===== config.mk =====
export PLATFORM = sky130hd
export DESIGN_NAME = circq_agen
export DESIGN_NICKNAME = d
export VERILOG_FILES = /design/src/rtl/agen_pkg.sv /design/src/rtl/agen_mask_reg.sv /design/src/rtl/agen_addr_calc.sv /design/src/rtl/agen_rsp_stage.sv /design/src/rtl/circq_agen.sv
export SDC_FILE = /design/constraint.sdc
export NUM_CORES = 1
export LEC_CHECK = 0
export BUFFER_PORTS_ARGS = -buffer_cell sky130_fd_sc_hd__buf_2
export CAP_MARGIN = 20
export CORE_ASPECT_RATIO = 1.25
export CORE_MARGIN = 2
export CORE_UTILIZATION = 45
export DETAILED_ROUTE_END_ITERATION = 10
export PLACE_DENSITY = 0.77
export SYNTH_ARGS = -nofsm -noshare
export SYNTH_HDL_FRONTEND = slang
export SYNTH_SLANG_ARGS = --single-unit

===== constraint.sdc =====
create_clock -name clk -period 4.3 [get_ports clk]
set_input_delay 0.43 -clock clk [delete_from_list [all_inputs] [get_ports clk]]
set_output_delay 0.43 -clock clk [all_outputs]
set_load 0.1 [all_outputs]

===== src/rtl/agen_pkg.sv =====
package agen_pkg;
  typedef enum logic {
    ACC_WORD = 1'b0,
    ACC_LONG = 1'b1
  } acc_size_e;

  function automatic logic [2:0] size_bytes(acc_size_e s);
    return (s == ACC_LONG) ? 3'd4 : 3'd2;
  endfunction
endpackage


===== src/rtl/agen_mask_reg.sv =====
module agen_mask_reg #(
  parameter int ADDR_W = 32,
  parameter int MASK_W = 16
) (
  input  logic              clk,
  input  logic              rst_n,
  input  logic              wr_en,
  input  logic [ADDR_W-1:0] wr_data,
  output logic [MASK_W-1:0] mask_bits,
  output logic [ADDR_W-1:0] rd_data
);
  localparam int HI_W = ADDR_W - MASK_W;

  logic [MASK_W-1:0] store_q;

  always_ff @(posedge clk) begin
    if (!rst_n)     store_q <= '1;
    else if (wr_en) store_q <= wr_data[MASK_W-1:0];
  end

  assign mask_bits = store_q;
  assign rd_data   = {{HI_W{1'b1}}, store_q};

  AST_WR_LOW_BITS: assert property (@(posedge clk) disable iff (!rst_n)
    wr_en |=> rd_data[MASK_W-1:0] == $past(wr_data[MASK_W-1:0]));
  AST_NO_WR_STABLE: assert property (@(posedge clk) disable iff (!rst_n)
    (!wr_en && $past(rst_n)) |=> $stable(rd_data));
endmodule


===== src/rtl/agen_addr_calc.sv =====
module agen_addr_calc
  import agen_pkg::*;
#(
  parameter int ADDR_W = 32,
  parameter int MASK_W = 16
) (
  input  logic [ADDR_W-1:0] areg,
  input  acc_size_e         size,
  input  logic              mask_en,
  input  logic [MASK_W-1:0] mask_bits,
  output logic [ADDR_W-1:0] final_addr,
  output logic [ADDR_W-1:0] next_areg
);
  localparam int HI_W = ADDR_W - MASK_W;

  logic [ADDR_W-1:0] full_mask;
  logic [ADDR_W-1:0] step;
  logic [ADDR_W-1:0] sum;

  always_comb begin
    full_mask  = {{HI_W{1'b1}}, mask_bits};
    step       = {{(ADDR_W-3){1'b0}}, size_bytes(size)};
    final_addr = mask_en ? (areg & full_mask) : areg;
    sum        = final_addr + step;
    next_areg  = mask_en ? (sum & full_mask) : sum;
  end
endmodule


===== src/rtl/agen_rsp_stage.sv =====
module agen_rsp_stage #(
  parameter int DATA_W = 64
) (
  input  logic              clk,
  input  logic              rst_n,
  input  logic              in_valid,
  output logic              in_ready,
  input  logic [DATA_W-1:0] in_data,
  output logic              out_valid,
  input  logic              out_ready,
  output logic [DATA_W-1:0] out_data
);
  logic              vld_q;
  logic [DATA_W-1:0] dat_q;

  assign in_ready = !vld_q || out_ready;

  always_ff @(posedge clk) begin
    if (!rst_n) begin
      vld_q <= 1'b0;
    end else if (in_ready) begin
      vld_q <= in_valid;
    end
  end

  always_ff @(posedge clk) begin
    if (in_valid && in_ready) dat_q <= in_data;
  end

  assign out_valid = vld_q;
  assign out_data  = dat_q;

  AST_STALL_HOLD: assert property (@(posedge clk) disable iff (!rst_n)
    (out_valid && !out_ready) |=> (out_valid && $stable(out_data)));
  AST_STALL_NO_TAKE: assert property (@(posedge clk) disable iff (!rst_n)
    (out_valid && !out_ready) |-> !in_ready);
endmodule


===== src/rtl/circq_agen.sv =====
module circq_agen
  import agen_pkg::*;
#(
  parameter int ADDR_W = 32,
  parameter int MASK_W = 16
) (
  input  logic              clk,
  input  logic              rst_n,
  input  logic              mask_wr_en,
  input  logic [ADDR_W-1:0] mask_wr_data,
  output logic [ADDR_W-1:0] mask_rd_data,
  input  logic              req_valid,
  output logic              req_ready,
  input  logic [ADDR_W-1:0] req_areg,
  input  logic              req_size,
  input  logic              req_mask_en,
  output logic              rsp_valid,
  input  logic              rsp_ready,
  output logic [ADDR_W-1:0] rsp_addr,
  output logic [ADDR_W-1:0] rsp_areg_next
);
  localparam int PAIR_W = 2 * ADDR_W;

  logic [MASK_W-1:0] mask_bits;
  logic [ADDR_W-1:0] calc_addr;
  logic [ADDR_W-1:0] calc_next;
  logic [PAIR_W-1:0] rsp_pair;
  acc_size_e         size_sel;

  assign size_sel = acc_size_e'(req_size);

  agen_mask_reg #(.ADDR_W(ADDR_W), .MASK_W(MASK_W)) u_mask (
    .clk       (clk),
    .rst_n     (rst_n),
    .wr_en     (mask_wr_en),
    .wr_data   (mask_wr_data),
    .mask_bits (mask_bits),
    .rd_data   (mask_rd_data)
  );

  agen_addr_calc #(.ADDR_W(ADDR_W), .MASK_W(MASK_W)) u_calc (
    .areg       (req_areg),
    .size       (size_sel),
    .mask_en    (req_mask_en),
    .mask_bits  (mask_bits),
    .final_addr (calc_addr),
    .next_areg  (calc_next)
  );

  agen_rsp_stage #(.DATA_W(PAIR_W)) u_rsp (
    .clk       (clk),
    .rst_n     (rst_n),
    .in_valid  (req_valid),
    .in_ready  (req_ready),
    .in_data   ({calc_addr, calc_next}),
    .out_valid (rsp_valid),
    .out_ready (rsp_ready),
    .out_data  (rsp_pair)
  );

  assign rsp_addr      = rsp_pair[PAIR_W-1:ADDR_W];
  assign rsp_areg_next = rsp_pair[ADDR_W-1:0];

  logic take;
  assign take = req_valid && req_ready;

  AST_ACCEPT_GIVES_RSP: assert property (@(posedge clk) disable iff (!rst_n)
    take |=> rsp_valid);
  AST_MASKED_ADDR: assert property (@(posedge clk) disable iff (!rst_n)
    (take && req_mask_en) |=> rsp_addr == ($past(req_areg) & $past(mask_rd_data)));
  AST_PASS_ADDR: assert property (@(posedge clk) disable iff (!rst_n)
    (take && !req_mask_en) |=> rsp_addr == $past(req_areg));
  AST_PTR_IN_REGION: assert property (@(posedge clk) disable iff (!rst_n)
    (take && req_mask_en) |=> (rsp_areg_next & ~$past(mask_rd_data)) == '0);
endmodule


==> results.cfg, run 1 <==
[global_routing]
grt_max_degree = 48
grt_pass1_vias = 2702
antenna_found_initial = 0
overflow = 0
grt_pass1_wl_mm = 12.8
track_usage_pct = 18.2

[place]
portBuffers = 136
dpl.hpwl_mm = 6.16
placed_area_um2 = 4480
gp_congestion = 0.754

[floorplan]
dieWidth_um = 85.7
rows = 37
die_h_um = 106
ios = 169
die_area_um2 = 9100
core_area_um2 = 8190
start_util_pct = 45.9

[power]
power_density_nw_per_um2 = 433
peakVddDrop_v = 0.000226
total_leakage_power_nw = 2.02

[timing]
finalCritPeriodShare_pct = 68.1
setup_viol = 0
grt_setup_unrepaired = false
worst_clock_skew_ps = 8.96
max_slew.worst_pin.slew_ps = 509
relSlewSlack_pct = 66.1
setup_tns_ps = 0
finalHoldViolations = 0
timing.final.crit_period_ps = 2930
fmax_mhz = 341
finalMaxSlewViolations = 0

[cells_and_area]
finalNetCount = 521
layout-drive-gt1-share_pct = 36.7
area_growth_syn_to_layout_pct = 23.8
postLayoutCellArea_um2 = 4650
diodes = 0

[synth]
synth-seq-cells = 81
async_flop_share_pct = 0
synth_edf_count = 64
synth_cells = 307
netlist_area_um2 = 3760
yosys.area.top_type = edfxtp_1
synth_ff_type = edfxtp_1
synth.most_common_cell = edfxtp_1
synthTopCellsByCount = edfxtp_1, nand2_1, inv_1
synth_top_area_share_pct = 51.1
synthTopCellsByArea = edfxtp_1, dfxtp_1, nand2_1, xnor2_1, buf_4
syn_avg_cell_area_um2 = 12.2
yosys_warnings = 0
ys_seq_area_share_pct = 60.2
ys_types = 45

[setup_path]
crit_type = reg -> reg
critical_path_required_ps = 4400
slowest_delay_ps = 530
path_cells = nand2b_1, and2_1, ha_1, inv_1, fa_1, nand3b_4, a2111oi_4, and3_4, nand2_2, mux2_4
rrSetupSlack_ps = 1370
worst-path-max-fanout = 6
cp_slowest_cell = a2111oi_4
arrival_ps = 3030
crit_path_end_kind = flip-flop
start_kind = flip-flop

[clock_network]
post-cts-setup-buffers = 0
tritoncts = done
insertion_delay_ps = 350
clock_sinks = 81
hold_buffers = 0
cts_buffer_depth = 2
cts_made_buffers = 9
clk_pin_slew_worst_paths_ps = 80
h-tree-depth = 3
ctsResizeCount = 0
cts_root_buf = clkbuf_8

[routing]
drt_iter0_drc = 135
drt-total-wl_mm = 8.12
vias_per_cell = 4.95
antenna_left = 0
drcViolationCount = 11
firstDrtPassIters = 10
vias = 2715
wl_per_cell_um = 14.8

[run_status]
violations = design-rule violations
status = finished, violations left

[min_path]
hp-class = in -> reg

[flow_run]
max_cap_viol_count = 0
## critical path, delay by kind of cell, from the launching register on
family / cells / cell delay (ps)
mux: 1 / 300
compound gates: 1 / 530
simple gates: 5 / 850
flops: 1 / 360
fa+ha+maj: 2 / 580
buf+inv: 1 / 50
## metrics by stage
stage / power, mW / util, % / instances / hold WS (ps) / setup slack, ps
detailed placement: 1.56 / 54.6 / 532 / 499 / 1190
finish: 2.01 / 56.8 / 549 / 278 / 1370
global placement: 1.55 / 54.6 / 532 / 477 / 1220
floorplan: 1.47 / - / 322 / 529 / 687
CTS: 2.03 / 56.5 / 548 / 261 / 1350
global route: 2.09 / 56.8 / 549 / 267 / 1160
## where the power goes
part / internal [mW] / switching (mW)
registers: 0.904 / 0.0192
logic: 0.0929 / 0.529
clock network: 0.209 / 0.260
## sequential cells by signal, summed over array words and instances (netlist names)
name,count
u_mask.mask_bits,16
u_rsp.out_data,64
u_rsp.out_valid,1
## per-layer routing
layer  global-route usage (%)  wire length [um]
met1                     21.8              3270
met3                     4.50               644
met2                     31.2              4090
met4                     7.37               116
met5                        0                 0
## kinds of logic after synthesis
group | synth area share (%)
other | 0.0998
adders and majority gates | 1.20
buffers and inverters | 6.33
AOI/OAI and AO/OA | 8.39
xor gates and xnor gates | 6.06
and+or+nand+nor | 15.5
DFF | 60.2
muxes | 2.26
## cell type report
class,count,area (um2)
Fill cell,696,3540
Sequential cell,81,2260
Multi-Input combinational cell,194,1320
Timing Repair Buffer,139,716
Clock buffer,13,139
Tap cell,97,121
Inverter,22,82.6
Clock inverter,3,17.5
## final timing paths
kind | start | endpoint | cells past startpoint
worst min-delay path | req_areg[30] | u_rsp.out_data[62]$_DFFE_PP_ | 1
worst max register to register | u_mask.mask_bits[1]$_SDFFE_PN1P_ | u_rsp.out_data[15]$_DFFE_PP_ | 10
worst min register to register | u_mask.mask_bits[1]$_SDFFE_PN1P_ | u_mask.mask_bits[1]$_SDFFE_PN1P_ | 2
worst max-delay path | u_mask.mask_bits[1]$_SDFFE_PN1P_ | u_rsp.out_data[15]$_DFFE_PP_ | 10
## cells in the final DEF (no fill, tap or decap), types with 2 or more instances in the layout
cell and n:
nand3_1 8, nor2b_1 2, nor4_2 3, o211ai_1 11, nand2_1 34, and4_1 2
dfxtp_1 17, a21oi_1 12, nor3_1 8, clkbuf_8 9, clkbuf_1 4, or2b_1 3
nor2_1 9, a21boi_0 9, inv_1 22, ha_1 2, and3_1 3, buf_4 2
buf_2 136, a21boi_2 3, edfxtp_1 64, nand2_2 2, nand2b_1 2, mux2i_1 7
conb_1 16, xnor2_1 14, xor2_1 12, nand4_1 5, and2_1 9
Power figures use the tool's default switching activity.
==> run 2: changes to the inputs <==
Clock period 4.3 ns to 2.8 ns, I/O delays scaled along.
==> run 2 against run 1 <==
  * The flow still finishes with violations (design-rule violations)
  * Final cell count rose by 0.18%
  * Clock power rose by 83%
  * Setup slack got worse by 1300 ps
  * Register-to-register slack got worse by 1300 ps
  * Die area did not move
  * Global-route usage fell by 0.11 points
  * First-iteration DRC count fell by 7.4%
  * Wire length fell by 0.99%
  * Flip-flop and latch count did not move
  * Clock skew rose by 0.71 ps
  * Largest cell class unchanged
  * Largest power group unchanged
==> results.cfg, run 2 (same netlist as run 1, synthesis figures left out) <==
[timing]
finalMaxSlewViolations = 0
grt_setup_unrepaired = false
whs_ps = 140
worst_clock_skew_ps = 9.67
timing.final.crit_period_ps = 2680
max_slew.worst_pin.slew_ps = 809
finalCritPeriodShare_pct = 95.8
setup_viol = 0
finalHoldViolations = 0
relSlewSlack_pct = 46.1
fmax_mhz = 373
setup_tns_ps = 0

[clock_network]
tritoncts = done
cts_buffer_depth = 2
cts_root_buf = clkbuf_8
clk_pin_slew_worst_paths_ps = 80
hold_buffers = 0
cts_made_buffers = 9
h-tree-depth = 3
insertion_delay_ps = 340
clock_sinks = 81

[place]
gp_congestion = 0.783
dp_cells = 533
dpl.hpwl_mm = 6.09
portBuffers = 136
placed_area_um2 = 4490

[global_routing]
overflow = 0
grt_pass1_vias = 2717
grt_pass1_wl_mm = 12.8
grt_max_degree = 65
track_usage_pct = 18.1
antenna_found_initial = 0

[routing]
vias = 2781
wl_met1_mm = 3.22
wl_met3_um = 602
drcViolationCount = 12
firstDrtPassIters = 11
drt_iter0_drc = 125
dr.max_layer_used = met4
vias_per_cell = 5.06
wl_per_cell_um = 14.6
wl_met2_mm = 4.07
antenna_left = 0
drt-total-wl_mm = 8.04

[power]
power_density_nw_per_um2 = 686
total_leakage_power_nw = 2.04
peakVddDrop_v = 0.000264

[setup_path]
path_cells = nand2b_1, and2_4, ha_2, inv_1, fa_2, nand3b_4, a2111oi_4, buf_4, and3_4, nand2_2, mux2_4
cp_slowest_cell = dfxtp_4
worst-path-max-fanout = 5
start_kind = flip-flop
slowest_delay_ps = 350
setup.worst_path.start = u_mask.mask_bits[1]$_SDFFE_PN1P_
critPathTopFamily = simple AND/OR/NAND/NOR gates
arrival_ps = 2770
critical_path_required_ps = 2890
crit_path_end = u_rsp.out_data[15]$_DFFE_PP_
r2r_end = u_rsp.out_data[15]$_DFFE_PP_
rrSetupSlack_ps = 120
crit_type = reg -> reg
r2r-start = u_mask.mask_bits[1]$_SDFFE_PN1P_
crit_buf_inv = 2
crit_path_end_kind = flip-flop
critical_path_depth = 11
reg2reg_depth = 11

[cells_and_area]
finalNetCount = 522
area_growth_syn_to_layout_pct = 25.3
multi_input_area_um2 = 1330
instances_no_fill = 550
diodes = 0
final_cell_mix = buf_2, edfxtp_1, nand2_1
layout_commonest_cell = buf_2
fillCellCount = 706
postLayoutCellArea_um2 = 4710
seq_area_um2 = 2270
largest_register_ffs = 64
layout-drive-gt1-share_pct = 38.6

[floorplan]
die_h_um = 106
start_util_pct = 45.9
rows = 37
die_area_um2 = 9100
ios = 169
core_area_um2 = 8190
dieWidth_um = 85.7

[run_status]
violations = design-rule violations
status = finished, violations left

[flow_run]
max_cap_viol_count = 0

[min_path]
hp-class = in -> reg
[run 2: cell types whose count changed in the layout (fill, tap and decap cells not counted), sizes merged]
cell and delta:
clkinv -3, buf +1, bufinv +1, clkbuf +1, clkinvlp +1
[run 2: per-layer routing]
metal / GRT usage, % / vias up
li1: - / 1333
met1: 21.5 / 1311
met2: 30.6 / 126
met3: 5.43 / 11
met4: 7.26 / 0
met5: 0 / -
[run 2: stage by stage]
step	worst slack (ps)	utilization [%]	power, mW
final	118	57.5	3.23
after global routing	2.50	57.5	3.34
after CTS	58.8	57.3	3.25
after detailed placement	17.3	54.8	2.40
after global placement	64.9	54.8	2.39
after floorplan	11.2	-	2.26
[run 2: worst min-delay path by stage]
| stage | startpoint | end | slack (ps) | cells past startpoint |
|---|---|---|---|---|
| finish | req_areg[25] | u_rsp.out_data[57]$_DFFE_PP_ | 140 | 1 |
| global route | req_areg[25] | u_rsp.out_data[57]$_DFFE_PP_ | 120 | 1 |
| detailed placement | u_mask.mask_bits[1]$_SDFFE_PN1P_ | u_mask.mask_bits[1]$_SDFFE_PN1P_ | 490 | 2 |
| CTS | req_areg[25] | u_rsp.out_data[57]$_DFFE_PP_ | 120 | 1 |
| global placement | u_mask.mask_bits[1]$_SDFFE_PN1P_ | u_mask.mask_bits[1]$_SDFFE_PN1P_ | 470 | 2 |
| floorplan | req_areg[16] | u_rsp.out_data[48]$_DFFE_PP_ | 380 | 0 |
[run 2: area by class of cell]
type,count,area share [%]
clock inverter,2,0.797
inverter,22,1.75
tap,97,2.58
multi-input combinational,194,28.1
sequential,81,48.2
clock buffer,14,3.45
timing repair buffer,140,15.1
[run 2: where the power goes]
group / leakage (nW) / switching, mW / internal, mW / total, mW
registers: 0.764 / 0.0277 / 1.39 / 1.42
clock network: 0.0969 / 0.395 / 0.463 / 0.858
logic: 1.18 / 0.813 / 0.141 / 0.954
[run 2: what timing repair did]
| item | CTS | global route |
|---|---|---|
| setup buffers | 0 | 1 |
| resized for setup | 0 | 3 |
| endpoints found under the setup margin | 0 | 6 |
==> run 3: changes to the inputs <==
Settings changed: RECOVER_POWER set to 25.
==> run 3 against run 2 <==
  * The run still ends with design-rule violations left
  * Maximum frequency hardly changed
  * Power shrank 0.28%
  * Flip-flop and latch count stayed put
  * Die area unchanged
  * Via count down 0.25%
  * Sequential share of layout area grew 0.36 points
  * Critical path depth is the same
==> results.cfg, run 3 (same netlist as run 1, synthesis figures left out) <==
[run_status]
status = finished, violations left
violations = design-rule violations

[setup_path]
start_kind = flip-flop
path_cells = nand2b_1, and2_4, ha_2, inv_1, fa_2, nand3b_4, a2111oi_4, buf_4, and3_4, nand2_2, mux2_4
critical_path_required_ps = 2890
critical_path_depth = 11
reg2reg_depth = 11
slowest_delay_ps = 350
crit_path_end_kind = flip-flop
worst-path-max-fanout = 5
crit_buf_inv = 2
arrival_ps = 2770
critPathTopFamily = simple AND/OR/NAND/NOR gates
cp_slowest_cell = dfxtp_4
crit_type = reg -> reg

[power]
p_sw_mw = 1.23
total_leakage_power_nw = 1.98
peakVddDrop_v = 0.000264
power_density_nw_per_um2 = 689
pwr-share-comb_pct = 29.4
clockPowerShare_pct = 26.6
switching_share_pct = 38.3
intPower_mw = 1.99
sequentialPowerShare_pct = 44.0

[cells_and_area]
fillCellCount = 722
layout_commonest_cell = buf_2
largest_register_ffs = 64
post-route-util_pct = 57.0
finalNetCount = 522
area_growth_syn_to_layout_pct = 24.4
diodes = 0
postLayoutCellArea_um2 = 4670
final_cell_mix = buf_2, edfxtp_1, nand2_1
layout-drive-gt1-share_pct = 33.3

[global_routing]
grt_max_degree = 65
antenna_found_initial = 0
grt_pass1_vias = 2717
grt_pass1_wl_mm = 12.8
overflow = 0
track_usage_pct = 18.1

[routing]
vias = 2774
antenna_left = 0
drt_iter0_drc = 124
drt-total-wl_mm = 8.00
drcViolationCount = 12
wl_per_cell_um = 14.5
firstDrtPassIters = 10
vias_per_cell = 5.04

[timing]
relSlewSlack_pct = 10.3
grt_setup_unrepaired = false
worst_clock_skew_ps = 7.60
finalHoldViolations = 0
setup_ws_ps = 117
setup_viol = 0
finalMaxSlewViolations = 0
whs_ps = 152
finalCritPeriodShare_pct = 95.8
setup_tns_ps = 0
timing.final.crit_period_ps = 2680
max_slew.worst_pin.slew_ps = 1350
fmax_mhz = 373

[place]
preCtsSetupSlack_ps = 17.3
portBuffers = 136
gp_congestion = 0.783
placed_area_um2 = 4490
dpl.hpwl_mm = 6.09

[floorplan]
start_util_pct = 45.9
die_area_um2 = 9100
rows = 37
die_h_um = 106
ios = 169
core_area_um2 = 8190
dieWidth_um = 85.7

[clock_network]
cts_buffer_depth = 2
h-tree-depth = 3
cts_made_buffers = 9
clk_pin_slew_worst_paths_ps = 80
tritoncts = done
insertion_delay_ps = 340
clock_sinks = 81
cts_root_buf = clkbuf_8

[min_path]
holdPathStages = 3
hp-class = in -> reg

[flow_run]
max_cap_viol_count = 0
-- run 3: final timing paths --
kind | startpoint | endpoint | slack (ps)
worst min register to register | u_mask.mask_bits[1]$_SDFFE_PN1P_ | u_mask.mask_bits[1]$_SDFFE_PN1P_ | 500
worst max-delay path | u_mask.mask_bits[1]$_SDFFE_PN1P_ | u_rsp.out_data[15]$_DFFE_PP_ | 120
worst max register to register | u_mask.mask_bits[1]$_SDFFE_PN1P_ | u_rsp.out_data[15]$_DFFE_PP_ | 120
worst min-delay path | mask_wr_data[4] | u_mask.mask_bits[4]$_SDFFE_PN1P_ | 150
-- run 3: cell type report --
| class | count | area, um2 | share of cell area, % |
|---|---|---|---|
| Timing Repair Buffer | 140 | 679 | 14.5 |
| Clock inverter | 2 | 37.5 | 0.803 |
| Tap cell | 97 | 121 | 2.60 |
| Inverter | 22 | 82.6 | 1.77 |
| Sequential cell | 81 | 2270 | 48.6 |
| Clock buffer | 14 | 163 | 3.48 |
| Multi-Input combinational cell | 194 | 1320 | 28.3 |
-- run 3: metal layers --
| layer | up-vias | GRT usage, % | wire (um) | share of wire, % |
|---|---|---|---|---|
| li1 | 1333 | - | - | - |
| met1 | 1306 | 21.5 | 3170 | 40 |
| met2 | 123 | 30.6 | 4090 | 51 |
| met3 | 12 | 5.43 | 614 | 7.7 |
| met4 | 0 | 7.26 | 129 | 1.6 |
| met5 | - | 0 | 0 | 0 |
-- run 3: metrics by stage --
step                      instances  power (mW)
after detailed placement        533        2.40
after global placement          533        2.39
after global routing            550        3.34
final                           550        3.22
after floorplan                 322        2.26
after CTS                       549        3.25
-- run 3: timing repair --
| item | in CTS | in global routing |
|---|---|---|
| buffers inserted | 0 | 1 |
| endpoints found under the hold margin | 0 | 0 |
| hold buffers | 0 | 0 |
| endpoints found under the setup margin | 0 | 6 |
| gates resized for setup | 0 | 3 |
-- run 3: tightest hold or removal path: stages --
cell and delay, ps:
buf_2 80, mux2i_1 50, nand2_1 60
-- run 3: power by group through the flow --
stage          logic, mW  registers (mW)  clock network (mW)
2_1_floorplan      0.256            2.00                   0
3_3_place_gp       0.946            1.44                   0
3_5_place_dp       0.954            1.45                   0
4_1_cts            0.956            1.42               0.876
5_1_grt            0.985            1.43               0.925
6_report           0.947            1.42               0.855
